==> src/rtl/simd_part_pkg.sv <==
package simd_part_pkg;

  typedef enum logic [1:0] {
    MODE_ONE  = 2'b00,
    MODE_TWO  = 2'b01,
    MODE_FOUR = 2'b10,
    MODE_ALT  = 2'b11
  } lane_mode_e;

  // Slot size for a mode, as a right shift of the full word width.
  function automatic int slot_shift(input lane_mode_e m);
    case (m)
      MODE_TWO:  return 1;
      MODE_FOUR: return 2;
      default:   return 0;
    endcase
  endfunction

endpackage

==> src/rtl/simd_lane_map.sv <==
module simd_lane_map #(
  parameter int WIDTH  = 32,
  parameter int W_ONE  = 11,
  parameter int W_TWO  = 11,
  parameter int W_FOUR = 5
) (
  input  logic [1:0]       mode_i,
  output logic [WIDTH-1:0] keep_o,
  output logic [WIDTH-1:0] start_o
);
  import simd_part_pkg::*;

  localparam int SLOT1 = WIDTH;
  localparam int SLOT2 = WIDTH / 2;
  localparam int SLOT4 = WIDTH / 4;

  lane_mode_e mode;
  assign mode = lane_mode_e'(mode_i);

  for (genvar i = 0; i < WIDTH; i++) begin : g_bit
    // Static layout bits, fixed at elaboration per mode.
    localparam bit K1 = ((i % SLOT1) < W_ONE);
    localparam bit K2 = ((i % SLOT2) < W_TWO);
    localparam bit K4 = ((i % SLOT4) < W_FOUR);
    localparam bit S1 = ((i % SLOT1) == 0);
    localparam bit S2 = ((i % SLOT2) == 0);
    localparam bit S4 = ((i % SLOT4) == 0);

    always_comb begin
      case (mode)
        MODE_TWO: begin
          keep_o[i]  = K2;
          start_o[i] = S2;
        end
        MODE_FOUR: begin
          keep_o[i]  = K4;
          start_o[i] = S4;
        end
        default: begin
          keep_o[i]  = K1;
          start_o[i] = S1;
        end
      endcase
    end
  end

endmodule

==> src/rtl/simd_kill_chain.sv <==
module simd_kill_chain #(
  parameter int WIDTH = 32
) (
  input  logic [WIDTH-1:0] a_i,
  input  logic [WIDTH-1:0] b_i,
  input  logic [WIDTH-1:0] kill_i,
  output logic [WIDTH-1:0] s_o
);
  logic [WIDTH-1:0] cin;
  logic [WIDTH-1:0] prop;
  logic [WIDTH-1:0] gen;

  assign prop = a_i ^ b_i;
  assign gen  = a_i & b_i;
  assign cin[0] = 1'b0;

  for (genvar i = 1; i < WIDTH; i++) begin : g_carry
    // A lane start refuses the carry from the bit below.
    assign cin[i] = ~kill_i[i] & (gen[i-1] | (prop[i-1] & cin[i-1]));
  end

  assign s_o = prop ^ cin;

endmodule

==> src/rtl/simd_part_adder.sv <==
module simd_part_adder #(
  parameter int WIDTH  = 32,
  parameter int W_ONE  = 11,
  parameter int W_TWO  = 11,
  parameter int W_FOUR = 5
) (
  input  logic [WIDTH-1:0] opa_i,
  input  logic [WIDTH-1:0] opb_i,
  input  logic [1:0]       lane_mode_i,
  output logic [WIDTH-1:0] sum_o
);
  logic [WIDTH-1:0] keep;
  logic [WIDTH-1:0] lane_start;
  logic [WIDTH-1:0] a_blank;
  logic [WIDTH-1:0] b_blank;
  logic [WIDTH-1:0] raw_sum;

  simd_lane_map #(
    .WIDTH (WIDTH),
    .W_ONE (W_ONE),
    .W_TWO (W_TWO),
    .W_FOUR(W_FOUR)
  ) u_map (
    .mode_i (lane_mode_i),
    .keep_o (keep),
    .start_o(lane_start)
  );

  assign a_blank = opa_i & keep;
  assign b_blank = opb_i & keep;

  simd_kill_chain #(
    .WIDTH(WIDTH)
  ) u_chain (
    .a_i   (a_blank),
    .b_i   (b_blank),
    .kill_i(lane_start),
    .s_o   (raw_sum)
  );

  assign sum_o = raw_sum & keep;

endmodule

==> config.mk <==
export PLATFORM = sky130hd
export DESIGN_NAME = simd_part_adder
export DESIGN_NICKNAME = d
export VERILOG_FILES = /design/src/rtl/simd_part_pkg.sv /design/src/rtl/simd_lane_map.sv /design/src/rtl/simd_kill_chain.sv /design/src/rtl/simd_part_adder.sv
export SDC_FILE = /design/constraint.sdc
export NUM_CORES = 1
export LEC_CHECK = 0
export ABC_CLOCK_PERIOD_IN_PS = 19200
export BUFFER_PORTS_ARGS = -buffer_cell sky130_fd_sc_hd__buf_2
export CORE_MARGIN = 3
export CORE_UTILIZATION = 49
export DETAILED_ROUTE_END_ITERATION = 10
export PLACE_DENSITY = 0.83
export SYNTH_ARGS = -nofsm -noshare
export SYNTH_HDL_FRONTEND = slang
export SYNTH_HIERARCHICAL = 1
export SYNTH_SLANG_ARGS = --single-unit
==> constraint.sdc <==
create_clock -name vclk -period 19.2
set_input_delay 3.84 -clock vclk [all_inputs]
set_output_delay 3.84 -clock vclk [all_outputs]
set_load 0.005 [all_outputs]
# [Word level (Yosys, flattened, before mapping)]
# Index checks and enable logic that the tools add are counted.
[classes] n_shift=0 reduce_logical=1 magnitude_cmp=0 eq_ne=2 n_bitwise=71 div_mod_pow=0 add_sub_neg=0 multipliers=0 mux=4
[ops] op="$and 32x29->32" n=3
[ops] op="$xor 32x32->32" n=2
[ops] op="$and 1x1->1" n=33
[ops] op="$and 31x31->31" n=1
[ops] op="$or 1x1->1" n=30
[ops] op="$mux 1" n=4
[ops] op="$eq 2x1->1 const B" n=1
[ops] op="$eq 2x2->1 const B" n=1
[ops] op="$not 1->1" n=2
[ops] op="$reduce_or 2->1" n=1
[totals] output_inout_bits=32 memories=0 rom_bits=0 regBits=0 mem_bits_rw=0 input_bits=66 latch_bits=0

# [Logic depth before layout (Yosys ltp)]
[logic_depth] word_depth=70 ltp_mapped=66

# [By module]
# Netlist, hierarchy kept.
[modules_own_cells] mod="simd_kill_chain" cells_per_inst=67 instances=1 area_each_um2=833.3
[modules_own_cells] mod="simd_part_adder" cells_per_inst=96 instances=1 area_each_um2=600.6
[modules_own_cells] mod="simd_lane_map" cells_per_inst=69 instances=1 area_each_um2=510.5

# [Worst setup path before layout]
# OpenSTA, ideal clock, no wires.
[synth_path] kind="input to output" startpoint="input lane_mode_i[0]" endpoint="output sum_o[28]" path_slack_ns=4.610 arrival_ns=10.750 path_stages=30 cell_sequence="inv_1 ha_1 inv_1 and2_1 fa_1 nor2b_1 fa_1 nor2b_1 fa_1 nor2b_1 fa_1 nor2b_1 fa_1 nor2b_1 fa_1 nor2b_1 fa_1 nor2b_1 fa_1 nor2b_1 fa_1 nor2b_1 fa_1 nor2b_1 fa_1 nor2b_1 fa_1 nor2b_1 fa_1 and2_1"
[synth_lines] element="from (decl)" line_no="simd_part_adder.sv:9" rtl="input logic [1:0] lane_mode_i,"
[synth_lines] element="$eq 2x1->1 / $eq 2x2->1 (equally long branches)" line_no="simd_lane_map.sv:30" rtl="case (mode)"
[synth_lines] element="$reduce_or 2->1 (no line) *"
[synth_lines] element="$mux 1 *" line_no="simd_lane_map.sv:30"
[synth_lines] element="via keep[16]" line_no="simd_part_adder.sv:12" rtl="logic [WIDTH-1:0] keep;"
[synth_lines] element="$and 32x29->32 *" line_no="simd_part_adder.sv:29" rtl="assign a_blank = opa_i & keep;"
[synth_lines] element="via a_blank[16]" line_no="simd_part_adder.sv:14" rtl="logic [WIDTH-1:0] a_blank;"
[synth_lines] element="$xor 32x32->32" line_no="simd_kill_chain.sv:13" rtl="assign prop = a_i ^ b_i;"
[synth_lines] element="$and 1x1->1" line_no="simd_kill_chain.sv:19" rtl="assign cin[i] = ~kill_i[i] & (gen[i-1] | (prop[i-1] & cin[i-1]));"
[synth_lines] element="(+19 left out)"
[synth_lines] element="$or 1x1->1 *" line_no="simd_kill_chain.sv:19"
[synth_lines] element="$and 1x1->1 *" line_no="simd_kill_chain.sv:19"
[synth_lines] element="$or 1x1->1 *" line_no="simd_kill_chain.sv:19"
[synth_lines] element="$and 1x1->1 *" line_no="simd_kill_chain.sv:19"
[synth_lines] element="$or 1x1->1 *" line_no="simd_kill_chain.sv:19"
[synth_lines] element="$xor 32x32->32 *" line_no="simd_kill_chain.sv:22" rtl="assign s_o = prop ^ cin;"
[synth_lines] element="via raw_sum[28]" line_no="simd_part_adder.sv:16" rtl="logic [WIDTH-1:0] raw_sum;"
[synth_lines] element="$and 32x29->32 *" line_no="simd_part_adder.sv:41" rtl="assign sum_o = raw_sum & keep;"
[synth_lines] element="to (decl)" line_no="simd_part_adder.sv:10" rtl="output logic [WIDTH-1:0] sum_o"
# The timed path passes the listed nets; every way through them passes the cells marked *.

# [Final worst setup path]
# Same ends and word-level chain as after synthesis.

==> summary.txt <==
Run status
  • Status: complete, no violations

Finish
  • Sequential Area: 0 µm²
  • Design Area, Final: 0.00216 mm²
  • N_diodes: 0
  • Fill cells: 353
  • Layout cells sized above 1: 0.303
  • Seq Cell Count: 0
  • Area growth syn-to-layout: 11.8%
  • Clock buf count: 0
  • Fin nets: 406

Global routing
  • Gr ovfl total: 0
  • First-pass GRT wire length: 4700 µm
  • Total GRT Usage: 0.122
  • Number of global-route vias before repair: 1251
  • Initial antenna violation count: 0
  • Pin count of the biggest net entering global routing: 26

Timing
  • RSZ-0062 raised after global routing: false
  • Final period util: 0.800
  • Period minus WS final: 15.36 ns
  • Max-slew violations: 0
  • Final hold vios: 0
  • Final setup violation count: 0
  • Setup slack after layout: 3.84 ns
  • Fmax: 0.0651 GHz
  • Fin Setup TNS: 0 ns

Setup path
  • Critical path type: primary input to primary output
  • Worst EP arrival: 11.52 ns
  • Buf+Inv Stages, Crit Path: 4
  • Crit path largest cell delay: 0.41 ns
  • Crit-path most repeated cell: fa_1
  • Setup crit start kind: primary input
  • Critical path data required time: 15.36 ns
  • Slowest stage cell, crit path: fa_1
  • Crit path max fanout: 25
  • Endpoint class of the critical path: primary output
  • Crit path max-delay family: adder cells

Clock network
  • Hold Buf Count CTS: 0
  • Post-CTS Setup Inserts: 0
  • CTS resizes: 0

Worst hold path
  • Worst hold stages: 5
  • Hold Path Class: primary input to primary output
  • Hold path start: opb_i[0]
  • Hold Crit Endpoint: sum_o[0]

Detailed routing
  • DR WL/cell: 8.59 µm
  • Drt first pass iters: 2
  • Vias per std cell: 4.05
  • Via count: 1427
  • Drt drc: 0
  • Post-Route WL: 3020 µm
  • Routed Antenna Nets: 0
  • Detailed Route Iter0 Violations: 2

Pwr
  • Power Total: 0.0350 mW
  • PwrDens: 16.2 mW/mm²
  • Pleak: 1.23 nW
  • Max VDD drop: 0.00889 mV

Job
  • Max-cap viol count: 0

Floorplanning
  • Die height: 68.9 µm
  • Die area: 0.00474 mm²
  • Total I/O pin count: 98
  • Core area: 0.00374 mm²
  • Die width: 68.9 µm
  • Num rows: 22
  • Effective utilization at floorplan: 0.517

Placement
  • Pre-CTS setup slack: 3.80 ns
  • Placement Cell Area: 0.00216 mm²
  • Port bufs: 92
  • HPWL after DPL: 2940 µm
  • GP Congestion: 0.673

Synthesis
  • Synth Warn #: 6
  • Mapped cell area: 0.00194 mm²
  • Mapped Cells: 231
  • Mapped Avg Cell Area: 8.38 µm²
==> cells in the final DEF (no fill, tap or decap), drive strengths merged <==
cell type	count
and2	96
buf	92
conb	42
fa	30
inv	7
ha	4
nand2b	1
xnor2	2
nor2b	29
nor2	1
==> cell type report <==
class,count,area [µm²],area share
inverters,7,26.3,0.0121
multi-input cells,205,1620,0.747
well taps,48,60.1,0.0277
repair buffers,92,460,0.213
==> through the flow <==
| stage | std cells | util | hold slack, ns |
|---|---|---|---|
| floorplan | 271 | - | 7.99 |
| global placement | 352 | 0.578 | 8.18 |
| detailed placement | 352 | 0.578 | 8.19 |
| CTS | 352 | 0.578 | 8.19 |
| global route | 352 | 0.578 | 8.25 |
| finish | 352 | 0.578 | 8.18 |
==> how the worst max path moves through the flow <==
stage	from	to	slack, ns	cells after the start
4_1_cts	lane_mode_i[0]	sum_o[28]	3.77	32
5_1_grt	lane_mode_i[0]	sum_o[28]	3.45	32
6_report	lane_mode_i[0]	sum_o[28]	3.84	32
3_3_place_gp	lane_mode_i[0]	sum_o[28]	4.03	32
2_1_floorplan	lane_mode_i[0]	sum_o[28]	4.61	30
3_5_place_dp	lane_mode_i[0]	sum_o[28]	3.80	32
==> power breakdown <==
part           switching [mW]  internal (mW)
clock                       0              0
combinational          0.0160         0.0190
sequential                  0              0
total                  0.0160         0.0190
==> metal layers <==
| layer | up-vias | global-route usage | part of all wire |
|---|---|---|---|
| li1 | 735 | - | - |
| met1 | 631 | 0.150 | 0.37 |
| met2 | 59 | 0.235 | 0.52 |
| met3 | 2 | 0.0130 | 0.10 |
| met4 | 0 | 0.0122 | 0.0089 |
| met5 | - | 0 | 0 |
Note: power is estimated with default switching activity, not from simulation.
